**config.mk**
```make
export PLATFORM = sky130hd
export DESIGN_NAME = sar_seq_core
export DESIGN_NICKNAME = d
export VERILOG_FILES = /design/src/rtl/sarseq_pkg.sv /design/src/rtl/sarseq_edge.sv /design/src/rtl/sarseq_gap_timer.sv /design/src/rtl/sarseq_bit_engine.sv /design/src/rtl/sar_seq_core.sv
export SDC_FILE = /design/constraint.sdc
export NUM_CORES = 1
export LEC_CHECK = 0
export ABC_AREA = 1
export BUFFER_PORTS_ARGS = -buffer_cell sky130_fd_sc_hd__buf_2
export CORE_MARGIN = 2
export CORE_UTILIZATION = 49
export DETAILED_ROUTE_END_ITERATION = 8
export PLACE_DENSITY = 0.69
export SYNTH_ARGS = -nofsm -noshare
export SYNTH_HDL_FRONTEND = slang
export SYNTH_SLANG_ARGS = --single-unit
```
**constraint.sdc**
```tcl
create_clock -name clk -period 4.4 [get_ports clk]
set_input_delay 0.22 -clock clk [delete_from_list [all_inputs] [get_ports clk]]
set_output_delay 0.22 -clock clk [all_outputs]
set_load 0.02 [all_outputs]
```
**src/rtl/sarseq_pkg.sv**
```systemverilog
package sarseq_pkg;
  typedef enum logic [1:0] {PH_OFF, PH_WAKE, PH_TRACK, PH_CONV} phase_t;

  // Total clock cycles a conversion keeps busy high.
  function automatic int conv_cycles(input int bits, input int per_trial);
    return bits * per_trial;
  endfunction
endpackage

```
**src/rtl/sarseq_edge.sv**
```systemverilog
module sarseq_edge (
  input  logic clk,
  input  logic rst_n,
  input  logic level,
  output logic rise,
  output logic fall
);
  logic level_q;

  // The level is taken as low when the supply comes up.
  always_ff @(posedge clk or negedge rst_n) begin
    if (!rst_n) level_q <= 1'b0;
    else        level_q <= level;
  end

  assign rise = level & ~level_q;
  assign fall = ~level & level_q;
endmodule

```
**src/rtl/sarseq_gap_timer.sv**
```systemverilog
module sarseq_gap_timer #(
  parameter int GW = 4
) (
  input  logic          clk,
  input  logic          rst_n,
  input  logic          load,
  input  logic [GW-1:0] load_val,
  output logic          open_o
);
  logic [GW-1:0] cnt;

  always_ff @(posedge clk or negedge rst_n) begin
    if (!rst_n)          cnt <= '0;
    else if (load)       cnt <= load_val;
    else if (cnt != '0)  cnt <= cnt - GW'(1);
  end

  assign open_o = (cnt == '0);

  // a running window shrinks by exactly one each cycle.
  p_count_down_r8: assert property (@(posedge clk) disable iff (!rst_n)
    (!load && cnt != '0) |=> (cnt == $past(cnt) - GW'(1)));
endmodule

```
**src/rtl/sarseq_bit_engine.sv**
```systemverilog
module sarseq_bit_engine #(
  parameter int BITS      = 8,
  parameter int TRIAL_CYC = 5
) (
  input  logic            clk,
  input  logic            rst_n,
  input  logic            start,
  input  logic            cmp_above,
  output logic [BITS-1:0] trial_code,
  output logic            done,
  output logic [BITS-1:0] final_code
);
  localparam int IW = (BITS > 1) ? $clog2(BITS) : 1;
  localparam int TW = (TRIAL_CYC > 1) ? $clog2(TRIAL_CYC) : 1;
  localparam logic [BITS-1:0] MSB_ONLY = {1'b1, {(BITS-1){1'b0}}};

  // Drop the trial bit when the comparator says the trial overshoots.
  function automatic logic [BITS-1:0] settle_bit(input logic [BITS-1:0] code,
                                                 input logic [IW-1:0]   idx,
                                                 input logic            above);
    logic [BITS-1:0] r;
    r = code;
    if (above) r[idx] = 1'b0;
    return r;
  endfunction

  logic          active;
  logic [IW-1:0] idx;
  logic [TW-1:0] tcnt;
  logic          trial_end;
  logic [BITS-1:0] kept;

  assign trial_end  = active && (tcnt == TW'(TRIAL_CYC - 1));
  assign kept       = settle_bit(trial_code, idx, cmp_above);
  assign done       = trial_end && (idx == '0);
  assign final_code = kept;

  always_ff @(posedge clk or negedge rst_n) begin
    if (!rst_n) begin
      active     <= 1'b0;
      idx        <= '0;
      tcnt       <= '0;
      trial_code <= '0;
    end else if (start) begin
      active     <= 1'b1;
      idx        <= IW'(BITS - 1);
      tcnt       <= '0;
      trial_code <= MSB_ONLY;
    end else if (active) begin
      if (trial_end) begin
        tcnt <= '0;
        if (idx == '0) begin
          trial_code <= kept;
          active     <= 1'b0;
        end else begin
          trial_code <= kept | (BITS'(1) << (idx - IW'(1)));
          idx        <= idx - IW'(1);
        end
      end else begin
        tcnt <= tcnt + TW'(1);
      end
    end
  end

  // every conversion opens with only the MSB set.
  p_msb_first_r5: assert property (@(posedge clk) disable iff (!rst_n)
    start |=> (trial_code == MSB_ONLY));
  // bits above the current trial never change inside a trial.
  p_upper_stable_r5: assert property (@(posedge clk) disable iff (!rst_n)
    (active && !trial_end) |=> $stable(trial_code));
endmodule

```
**src/rtl/sar_seq_core.sv**
```systemverilog
module sar_seq_core
  import sarseq_pkg::*;
#(
  parameter int BITS      = 8,
  parameter int TRIAL_CYC = 5,
  parameter int PWRUP_CYC = 10,
  parameter int ACQ_CYC   = 2
) (
  input  logic            clk,
  input  logic            rst_n,
  input  logic            conv_start,
  input  logic            cmp_above,
  output logic [BITS-1:0] trial_code,
  output logic            busy,
  output logic            powered,
  output logic [BITS-1:0] result,
  output logic            result_valid
);
  localparam int GAP_MAX  = (PWRUP_CYC > ACQ_CYC) ? PWRUP_CYC : ACQ_CYC;
  localparam int GW       = $clog2(GAP_MAX + 1);
  localparam int CONV_CYC = conv_cycles(BITS, TRIAL_CYC);
  localparam int RW       = $clog2(CONV_CYC + 1) + 1;

  phase_t          phase;
  logic            pend;
  logic            cs_rise, cs_fall;
  logic            gap_open, gap_load;
  logic [GW-1:0]   gap_val;
  logic            eng_start, eng_done;
  logic [BITS-1:0] eng_code;

  sarseq_edge i_edge (
    .clk(clk), .rst_n(rst_n), .level(conv_start), .rise(cs_rise), .fall(cs_fall)
  );

  sarseq_gap_timer #(.GW(GW)) i_gap (
    .clk(clk), .rst_n(rst_n), .load(gap_load), .load_val(gap_val), .open_o(gap_open)
  );

  sarseq_bit_engine #(.BITS(BITS), .TRIAL_CYC(TRIAL_CYC)) i_eng (
    .clk(clk), .rst_n(rst_n), .start(eng_start), .cmp_above(cmp_above),
    .trial_code(trial_code), .done(eng_done), .final_code(eng_code)
  );

  // A remembered or fresh start goes ahead only once the window is open.
  always_comb begin
    eng_start = (phase == PH_WAKE || phase == PH_TRACK) && gap_open && (pend || cs_fall);
    gap_load  = 1'b0;
    gap_val   = '0;
    if (phase == PH_OFF && cs_rise) begin
      gap_load = 1'b1;
      gap_val  = GW'(PWRUP_CYC - 1);
    end else if (phase == PH_CONV && eng_done && conv_start) begin
      gap_load = 1'b1;
      gap_val  = GW'(ACQ_CYC - 1);
    end
  end

  always_ff @(posedge clk or negedge rst_n) begin
    if (!rst_n) begin
      phase        <= PH_OFF;
      pend         <= 1'b0;
      result       <= '0;
      result_valid <= 1'b0;
    end else begin
      result_valid <= 1'b0;
      unique case (phase)
        PH_OFF: begin
          if (cs_rise) begin
            phase <= PH_WAKE;
            pend  <= 1'b0;
          end
        end
        PH_WAKE, PH_TRACK: begin
          if (eng_start) begin
            phase <= PH_CONV;
            pend  <= 1'b0;
          end else begin
            if (cs_fall) pend <= 1'b1;
            if (phase == PH_WAKE && gap_open) phase <= PH_TRACK;
          end
        end
        PH_CONV: begin
          if (eng_done) begin
            result       <= eng_code;
            result_valid <= 1'b1;
            pend         <= 1'b0;
            phase        <= conv_start ? PH_TRACK : PH_OFF;
          end
        end
        default: phase <= PH_OFF;
      endcase
    end
  end

  assign busy    = (phase == PH_CONV);
  assign powered = (phase != PH_OFF);

  // Length of the current busy run, used only by the checks below.
  logic [RW-1:0] run_len;
  always_ff @(posedge clk or negedge rst_n) begin
    if (!rst_n)    run_len <= '0;
    else if (busy) run_len <= run_len + RW'(1);
    else           run_len <= '0;
  end

  p_busy_needs_power_r2: assert property (@(posedge clk) disable iff (!rst_n)
    busy |-> powered);
  p_busy_len_r3: assert property (@(posedge clk) disable iff (!rst_n)
    $fell(busy) |-> (run_len == RW'(CONV_CYC)));
  p_valid_single_r6: assert property (@(posedge clk) disable iff (!rst_n)
    result_valid |=> !result_valid);
  p_stay_on_r7: assert property (@(posedge clk) disable iff (!rst_n)
    (result_valid && $past(conv_start)) |-> powered);
  p_sleep_r7: assert property (@(posedge clk) disable iff (!rst_n)
    (result_valid && !$past(conv_start)) |-> !powered);
endmodule

```
==> metrics.cfg, run 1 <==
[timing]
timing.final.crit_share_pct=38.84
drv_slew=0
hold_viol=0
rsz0062_at_grt=no
period_minus_slack_ps=1709
worst_slew_pin_slew_ps=696.3
max_slew_margin_pct=53.58
timing.fmax_ghz=0.5851
tns_ps=0
skew_ps=6.808
setup_viol=0

[pwr]
power_leakage_nw=1.028
cellPowerDensity_mw_per_mm2=716.2
vdd_drop_max_v=0.0002654

[place]
dp.cells=275
io_buffer_count=22
globalplace.congestion=0.8204
dp_hpwl_um=2451

[clocking]
post_cts_buffers=0
clk_latency_ps=280
clk_pin_slew_worst_paths_ps=60
cts.hold.buffers_added=1
ctsRootBufferMaster=clkbuf_8
clockBufferDepth=2
ctsHtreeMaxLevel=2
cts-resized-gates=0
cts_buffers=5
clock-sinks=32
cts_tree=built

[synthesis]
synth_nets=226
synthDistinctLibCells=31
syn_area_per_cell_sq_um=8.568
synth_largest_area_cell=dfrtp_1
synth-seq-cells=32
yosys_warnings=0
syn_area_sq_mm=0.001799
netlist_instances=210
synthTopCellsByArea=dfrtp_1, nand2_1, ha_1
synth_top_area_share_pct=44.51
yosysSeqAreaShare_pct=44.51

[floorplanning]
rows=22
core_sq_mm=0.003606
ios=23
fp.dieArea_sq_mm=0.004173
fp.dieW_um=64.60
initial_core_util_pct=49.90
dieHeight_um=64.60

[grt]
gr-usage-all-layers_pct=19.31
globalRouteOverflowTotal=0
grt_first_pass_wirelength_um=6141
first_global_vias=1429
grt_max_degree=33
antenna_found_initial=0

[route]
route.detailed.drc=0
drt_first_pass_iters=4
drt_wl_total_um=3332
via_count=1411
drtIter0Drc=78
viasPerCell=4.968
wl_per_cell_um=11.73
final_antenna_net_count=0

[run]
max_cap_viol_count=0

[worst_setup_path]
critical_path.cell_chain=inv_1, ha_1, nand2_4, nor2_4, nand2_4, o21ai_2, inv_1, o21ai_0
crit_buf_inv=2
critPathRequiredTime_ps=4600
end_kind=register
start_kind=register
critical_path_class=register to register
cp.arrival_ps=1910
worstPathMaxFanout=18
critical-path-max-stage-delay_ps=420
crit_family=flip-flops
crit_slowest_cell=dfrtp_1

[cells_and_area]
areaGrowthSynthToFinish_pct=11.89
layout_commonest_cell=nand2_1
antenna_cells=0
fin_cells=284
final_cell_mix=nand2_1, dfrtp_1, inv_1
finalNetCount=251
layout-drive-gt1-share_pct=17.80

[status]
outcome=completed

[worst_hold_path]
min_path_type=input port to register

per-layer routing:
| metal | vias up | routed length, um | track usage, % | part of all wire, % |
|---|---|---|---|---|
| met5 | - | 0 | 0 | 0 |
| met4 | 0 | 90 | 9.574 | 2.7 |
| met3 | 10 | 149 | 5.729 | 4.5 |
| met2 | 32 | 1487 | 30.86 | 45 |
| met1 | 641 | 1604 | 23.77 | 48 |
| li1 | 728 | - | - | - |
worst reg2reg max path: cells and delay by family (launching register included):
kind	cells	cell delay, ps
AOI/OAI and AO/OA	2	280
adders and majority gates	1	270
buffers and inverters	2	240
DFF	1	420
and+or+nand+nor	3	410
Yosys cell counts:
cell type  number
nand2_1        47
dfrtp_1        32
inv_1          26
o21ai_0        19
nor2_1         13
ha_1           12
a21oi_1        11
nand3_1         8
nor3_1          4
o21ai_1         4
buf_6           3
nand3_2         3
nor2_4          3
o21a_1          3
xnor2_1         3
nand2_4         2
o211ai_1        2
xor2_1          2
a21boi_0        1
a31oi_1         1
buf_4           1
buf_8           1
clkinv_2        1
inv_2           1
inv_4           1
nand4_1         1
nor2_2          1
o21ai_2         1
o21bai_1        1
o31ai_1         1
or2_2           1
cell families (layout without fill, tap and decap cells):
family,count (synthesis),count (layout),synth area share (%)
AOI/OAI and AO/OA,44,44,13.63
DFF,32,32,44.51
buffers and inverters,34,60,9.387
and+or+nand+nor,83,83,21.70
xor gates and xnor gates,5,5,2.434
adders and majority gates,12,12,8.345
final timing paths:
path	start	end	slack, ps	depth (start not counted)
max in group asynchronous	rst_n	i_eng.trial_code[0]	3430	2
min in group asynchronous	rst_n	i_eng.idx[2]	510	2
min reg2reg	result[1]	result[1]	470	2
max	i_eng.idx[0]	i_gap.cnt[0]	2690	8
min	conv_start	i_edge.level_q	110	1
max reg2reg	i_eng.idx[0]	i_gap.cnt[0]	2690	8
layout make-up:
cell class                      count  area, sq um
Fill cell                         341         1593
Multi-Input combinational cell    144        829.5
Sequential cell                    32        800.8
Timing Repair Buffer               23        120.1
Inverter                           29        112.6
Clock buffer                        8        90.09
Tap cell                           48        60.06
state kept, by name, indices dropped and copies added, names as in the netlist, 2 cells and up:
register,flops
phase,2
i_gap.cnt,4
i_eng.tcnt,3
i_eng.trial_code,8
i_eng.idx,3
result,8
stage by stage:
step	hold slack, ps	instance area [sq um]	util [%]	power (mW)	worst slack [ps]
2_1_floorplan	-75.59	1799	-	1.062	2945
3_3_place_gp	311.1	1913	53.05	1.208	2730
3_5_place_dp	309.1	1913	53.05	1.217	2706
4_1_cts	96.92	2013	55.83	1.457	2680
5_1_grt	103.8	2013	55.83	1.587	2510
6_report	111.7	2013	55.83	1.442	2691
where the power goes:
group	switching (mW)	internal, mW
Clock	0.0992	0.127
Combinational	0.455	0.261
Sequential	0.0913	0.408
Power figures use the tool's default switching activity.
==> run 2, diff against run 1 <==
--- a/config.mk
+++ b/config.mk
@@ -5,12 +5,12 @@
 export SDC_FILE = /design/constraint.sdc
 export NUM_CORES = 1
 export LEC_CHECK = 0
-export ABC_AREA = 1
+export ABC_AREA = 0
 export BUFFER_PORTS_ARGS = -buffer_cell sky130_fd_sc_hd__buf_2
 export CORE_MARGIN = 2
 export CORE_UTILIZATION = 49
 export DETAILED_ROUTE_END_ITERATION = 8
-export PLACE_DENSITY = 0.69
+export PLACE_DENSITY = 0.72
 export SYNTH_ARGS = -nofsm -noshare
 export SYNTH_HDL_FRONTEND = slang
 export SYNTH_SLANG_ARGS = --single-unit
==> constraint.sdc (replaced) <==
create_clock -name clk -period 1.4 [get_ports clk]
set_input_delay 0.07 -clock clk [delete_from_list [all_inputs] [get_ports clk]]
set_output_delay 0.07 -clock clk [all_outputs]
set_load 0.02 [all_outputs]
==> run 2 against run 1 <==
Effect of this change: the flow now finishes with violations (negative setup slack); sequential power grew to 3.2 times the previous value; power grew to 4.0 times the previous value; synthesized cell count shrank 15%; critical path type unchanged; count of clock-buffer cells in the layout is 1 lower; critical path depth shrank 3; global-route usage is 4.0 points higher.
==> metrics.cfg, run 2 <==
[timing]
period_minus_slack_ps=1609  ; -99.76 ps
timing.fmax_ghz=0.6214  ; +6.2%
drv_slew=0  ; unchanged
worst_slew_pin_slew_ps=709.7  ; +13.41 ps
setup_viol=30  ; +30
timing.final.crit_share_pct=114.9  ; +76 points
hold_viol=0  ; unchanged
rsz0062_at_grt=yes
fin_hold_ws_ps=80.30  ; -31.38 ps
skew_ps=16.54  ; +9.729 ps
setup_ws_ps=-209.2  ; -2900 ps
tns_ps=-2506  ; -2506 ps
max_slew_margin_pct=52.69  ; -0.89 points

[grt]
grt_max_degree=33  ; unchanged
first_global_vias=1543  ; +8.0%
grt_first_pass_wirelength_um=7176  ; +17%
globalRouteOverflowTotal=0  ; unchanged
gr-usage-all-layers_pct=23.30  ; +4.0 points
antenna_found_initial=0  ; unchanged

[synthesis]
synthDistinctLibCells=38  ; +23%
synth-edff-count=0  ; unchanged
synth_nets=195  ; -14%
netlist_instances=179  ; -15%
synth-seq-cells=32  ; unchanged
syn_area_per_cell_sq_um=9.367  ; +9.3%
synthTopCellsByArea=dfrtp_1, ha_1, nand2_1
syn_area_sq_mm=0.001677  ; -6.8%
yosys_warnings=0  ; unchanged
ys.flop_type=dfrtp_1
yosys-top-cells-count=nand2_1, dfrtp_1, o21ai_0
synth_top_area_share_pct=47.76  ; +3.3 points
synth_largest_area_cell=dfrtp_1
yosysMostFrequentCell=nand2_1
async_flop_share_pct=100.0  ; unchanged
yosysSeqAreaShare_pct=47.76  ; +3.3 points

[clocking]
cts_tree=built
ctsRootBufferMaster=clkbuf_4
cts_buffers=5  ; unchanged
clock-sinks=32  ; unchanged
ctsHtreeMaxLevel=2  ; unchanged
clockBufferDepth=2  ; unchanged
clk_latency_ps=340  ; +60 ps
clk_pin_slew_worst_paths_ps=110  ; +50 ps

[worst_setup_path]
critical-path-max-stage-delay_ps=440  ; +20 ps
critPathRequiredTime_ps=1640  ; -2960 ps
r2r_cells=5  ; -3
cp.arrival_ps=1850  ; -60 ps
worstPathMaxFanout=5  ; -13
path_common_cell=inv_1
crit_slowest_cell=dfrtp_1
critical_path_class=register to register
start_kind=register
end_kind=register
critical_path.cell_chain=inv_1, ha_2, inv_1, o211ai_2, mux2_4
worst-r2r-setup-slack_ps=-210  ; -2900 ps

[floorplanning]
dieHeight_um=62.50  ; -3.3%
fp.dieW_um=62.50  ; -3.3%
initial_core_util_pct=50.64  ; +0.75 points
fp.dieArea_sq_mm=0.003906  ; -6.4%
core_sq_mm=0.003311  ; -8.2%
rows=21  ; -4.5%
ios=23  ; unchanged

[pwr]
cellPowerDensity_mw_per_mm2=2371  ; +230%
vdd_drop_max_v=0.001308  ; +390%
power_leakage_nw=1.165  ; +13%

[place]
globalplace.congestion=0.8037  ; -2.0%
dp.cells=275  ; unchanged
io_buffer_count=22  ; unchanged
dp_hpwl_um=2776  ; +13%

[cells_and_area]
finalNetCount=264  ; +5.2%
antenna_cells=0  ; unchanged
nFillCells=245  ; -28%
fin_cells=294  ; +3.5%
layout-drive-gt1-share_pct=46.37  ; +29 points
largest_registers=i_eng.trial_code: 8 flops, result: 8 flops, i_gap.cnt: 4 flops
final_cell_mix=buf_4, dfrtp_1, nand2_1
areaGrowthSynthToFinish_pct=45.97
postLayoutCoreUtil_pct=73.92  ; +18 points
layout_commonest_cell=buf_4

[route]
route.detailed.drc=0  ; unchanged
wl_per_cell_um=14.43  ; +23%
drt_wl_total_um=4243  ; +27%
viasPerCell=5.316  ; +7.0%
via_count=1563  ; +11%
drtIter0Drc=81  ; +3.8%
drt_first_pass_iters=4  ; unchanged
final_antenna_net_count=0  ; unchanged

[worst_hold_path]
hold_depth=3  ; +2
min_path_type=input port to register

[status]
failed_checks=negative setup slack
outcome=finished, violations left

[run]
max_cap_viol_count=0  ; unchanged

## run 2: changes by cell type after synthesis, sizes merged, moves of 2 or more
cell / previous run / this run
inv: 28 / 11
o21ai: 24 / 21
nand2: 49 / 38
nor2b: 0 / 2
mux2: 0 / 2
nor2: 17 / 7
a21oi: 11 / 13
and3: 0 / 2
nand3: 11 / 6
nand2b: 0 / 5
o21a: 3 / 0
## run 2: final cells by class
cell class                      instances  area, sq um  share of cell area, %
Multi-Input combinational cell        131        980.9                  40.08
Inverter                               11        46.29                  1.892
Tap cell                               46        57.56                  2.352
Clock buffer                            7        65.06                  2.658
Timing Repair Buffer                   67        496.7                  20.30
Sequential cell                        32        800.8                  32.72
## run 2: worst paths after layout
check                           start                  end
max in group asynchronous       rst_n  i_eng.trial_code[4]
min reg2reg                 result[6]            result[6]
min in group asynchronous       rst_n  i_eng.trial_code[6]
min                        conv_start         i_gap.cnt[0]
max reg2reg                  phase[0]             phase[1]
max                          phase[0]             phase[1]
## run 2: repair_timing
action	CTS	global route
hold buffers	2	0
setup endpoints to repair	24	31
hold endpoints to repair	33	0
buffers inserted	5	4
gates cloned	1	0
pin swaps	15	8
resized for setup	36	15
## run 2: cells by family (layout without fill, tap and decap cells)
| group | Yosys count | after routing | share of synthesized area [%] |
|---|---|---|---|
| simple gates | 67 | 67 | 18.21 |
| compound gates | 45 | 45 | 16.64 |
| flops | 32 | 32 | 47.76 |
| buf+inv | 16 | 85 | 4.403 |
| fa+ha+maj | 12 | 12 | 8.955 |
| xor+xnor | 4 | 4 | 2.090 |
| mux | 3 | 3 | 1.940 |
## run 2: critical path, delay by kind of cell (launching register included)
kind	cells	cell delay, ps
flip-flops	1	440
adder cells (fa/ha/maj)	1	380
multiplexers	1	330
AO/OA/AOI/OAI	1	220
buffers and inverters	2	140
## run 2: routing by layer
layer	routed length (um)	share of wire, %	track usage [%]
met1	1861	44	27.67
met2	2101	50	39.11
met3	179	4.2	7.207
met4	101	2.4	9.722
met5	0	0	0
## run 2: power by group
group	internal [mW]	total [mW]	switching [mW]
Combinational	1.78	3.58	1.80
Sequential	1.31	1.62	0.307
Clock	0.285	0.606	0.321
## run 2: per-stage QoR
step	worst slack [ps]	cell area [sq um]	total power [mW]
final	-209.2	2447	5.803
after global routing	-298.0	2447	6.249
after CTS	-180.2	2362	5.548
after detailed placement	-197.7	2122	4.552
after global placement	-117.7	2122	4.387
after floorplan	-121.0	1727	3.368
==> run 3, diff against run 2 <==
--- a/config.mk
+++ b/config.mk
@@ -7,6 +7,7 @@
 export LEC_CHECK = 0
 export ABC_AREA = 0
 export BUFFER_PORTS_ARGS = -buffer_cell sky130_fd_sc_hd__buf_2
+export CORE_ASPECT_RATIO = 1.25
 export CORE_MARGIN = 2
 export CORE_UTILIZATION = 49
 export DETAILED_ROUTE_END_ITERATION = 8
==> run 3 against run 2 <==
Effect of this change: routed wire length rose by 2.6%; fmax rose by 2.1%; final cell count shrank 4.4%; the flow still finishes with violations (negative setup slack); combinational power shrank 2%.
==> metrics.cfg, run 3 (synthesis results as in run 2) <==
[worst_hold_path]
min_path_type=input port to register

[grt]
grt_max_degree=33  ; unchanged
grt_first_pass_wirelength_um=7003  ; -2.4%
antenna_found_initial=0  ; unchanged
gr-usage-all-layers_pct=22.74  ; -0.55 points
globalRouteOverflowTotal=0  ; unchanged
first_global_vias=1602  ; +3.8%

[cells_and_area]
layout_commonest_cell=buf_4
areaGrowthSynthToFinish_pct=47.24
largest_registers=i_eng.trial_code: 8 flops, result: 8 flops, i_gap.cnt: 4 flops
finalNetCount=259  ; -1.9%
antenna_cells=0  ; unchanged
layout-drive-gt1-share_pct=47.54  ; +1.2 points
final_cell_mix=buf_4, dfrtp_1, nand2_1

[pwr]
p_total_mw=6.012  ; +3.6%
power_leakage_nw=1.169  ; +0.36%
vdd_drop_max_v=0.001418  ; +8.5%
cellPowerDensity_mw_per_mm2=2435  ; +2.7%

[timing]
worst_slew_pin_slew_ps=714.6  ; +4.921 ps
max_slew_margin_pct=52.36  ; -0.33 points
timing.final.crit_share_pct=112.6  ; -2.3 points
rsz0062_at_grt=yes
drv_slew=0  ; unchanged
skew_ps=7.483  ; -9.054 ps
hold_viol=0  ; unchanged
setup_viol=25  ; -17%
setup_ws_ps=-176.9  ; +32.34 ps
period_minus_slack_ps=1577  ; -32.34 ps
tns_ps=-1601  ; +904.6 ps
timing.fmax_ghz=0.6342  ; +2.1%

[clocking]
ctsHtreeMaxLevel=2  ; unchanged
ctsRootBufferMaster=clkbuf_8
clockBufferDepth=2  ; unchanged
cts_tree=built
clock-sinks=32  ; unchanged
clk_latency_ps=290  ; -50 ps
clk_pin_slew_worst_paths_ps=70  ; -40 ps
cts_buffers=5  ; unchanged

[worst_setup_path]
critical-path-max-stage-delay_ps=380  ; -60 ps
critical_path.cell_chain=inv_2, ha_2, o311a_1, o211ai_2, mux2_4
end_kind=register
worstPathMaxFanout=2  ; -3
start_kind=register
cp.arrival_ps=1750  ; -100 ps
critPathRequiredTime_ps=1570  ; -70 ps
critical_path_class=register to register
crit_slowest_cell=dfrtp_1

[route]
final_antenna_net_count=0  ; unchanged
viasPerCell=5.477  ; +3.0%
drt_first_pass_iters=4  ; unchanged
via_count=1539  ; -1.5%
drt_wl_total_um=4352  ; +2.6%
drtIter0Drc=49  ; -40%
wl_per_cell_um=15.49  ; +7.3%
route.detailed.drc=0  ; unchanged

[place]
io_buffer_count=22  ; unchanged
dp_hpwl_um=2783  ; +0.25%
globalplace.congestion=0.8674  ; +7.9%

[floorplanning]
fp.dieW_um=56.32  ; -9.9%
rows=23  ; +9.5%
dieHeight_um=69.40  ; +11%
core_sq_mm=0.003252  ; -1.8%
ios=23  ; unchanged
fp.dieArea_sq_mm=0.003909  ; about the same
initial_core_util_pct=51.56  ; +0.92 points

[status]
outcome=finished, violations left
failed_checks=negative setup slack

[run]
max_cap_viol_count=0  ; unchanged

[run 3: changes by cell type in the layout (fill, tap and decap cells not counted), sizes merged]
cell / previous run / this run
buf: 65 / 61
clkinv: 0 / 1
dlygate4sd3: 2 / 1
clkbuf: 7 / 6
bufinv: 0 / 1
[run 3: area by class of cell]
type | instances | area [sq um]
multi-input combinational | 131 | 1020
inverter | 11 | 43.79
fill | 198 | 783.3
clock buffer | 6 | 72.57
sequential | 32 | 800.8
timing repair buffer | 62 | 450.4
tap | 37 | 46.29
clock inverter | 2 | 35.03
[run 3: per-stage QoR]
stage	hold WS, ps	cells	setup WS (ps)	instance area (sq um)	utilization [%]
finish	5.708	281	-176.9	2469	75.91
global route	6.391	281	-222.4	2469	75.91
CTS	-16.03	275	-144.2	2292	70.49
detailed placement	154.9	263	-171.3	2088	64.22
global placement	145.2	263	-119.5	2088	64.22
floorplan	-225.6	179	-121.0	1727	-
[run 3: what timing repair did]
action                                  4_1_cts  5_1_grt
buffers inserted                              2        6
pin swaps                                    10       27
hold buffers                                  1        0
endpoints found under the setup margin       18       30
gates resized for setup                      18       35
gates cloned                                  1        0
endpoints found under the hold margin        33        0
[run 3: final timing paths]
path | from | endpoint | slack, ps | depth (start not counted)
max | phase[1] | phase[1] | -180 | 5
min | conv_start | i_edge.level_q | 6 | 1
max reg2reg | phase[1] | phase[1] | -180 | 5
min reg2reg | result[4] | result[4] | 470 | 2
max in group asynchronous | rst_n | result[6] | 570 | 2
min in group asynchronous | rst_n | result[2] | 370 | 2
[run 3: where the power goes]
group	total (mW)	leakage (nW)	internal, mW	switching [mW]
clock	0.866	0.0552	0.528	0.339
combinational	3.52	0.738	1.70	1.82
sequential	1.63	0.376	1.32	0.312
[run 3: critical path, delay by kind of cell, from the launching register on]
family | cells | cell delay (ps)
buf+inv | 1 | 60
fa+ha+maj | 1 | 170
flops | 1 | 380
mux | 1 | 330
compound gates | 2 | 520
[run 3: routing by layer]
metal,up-vias,part of all wire (%),GRT usage (%)
li1,734,-,-
met1,759,40,24.88
met2,36,54,40.39
met3,10,3.7,4.478
met4,0,2.0,12.43
met5,-,0,0
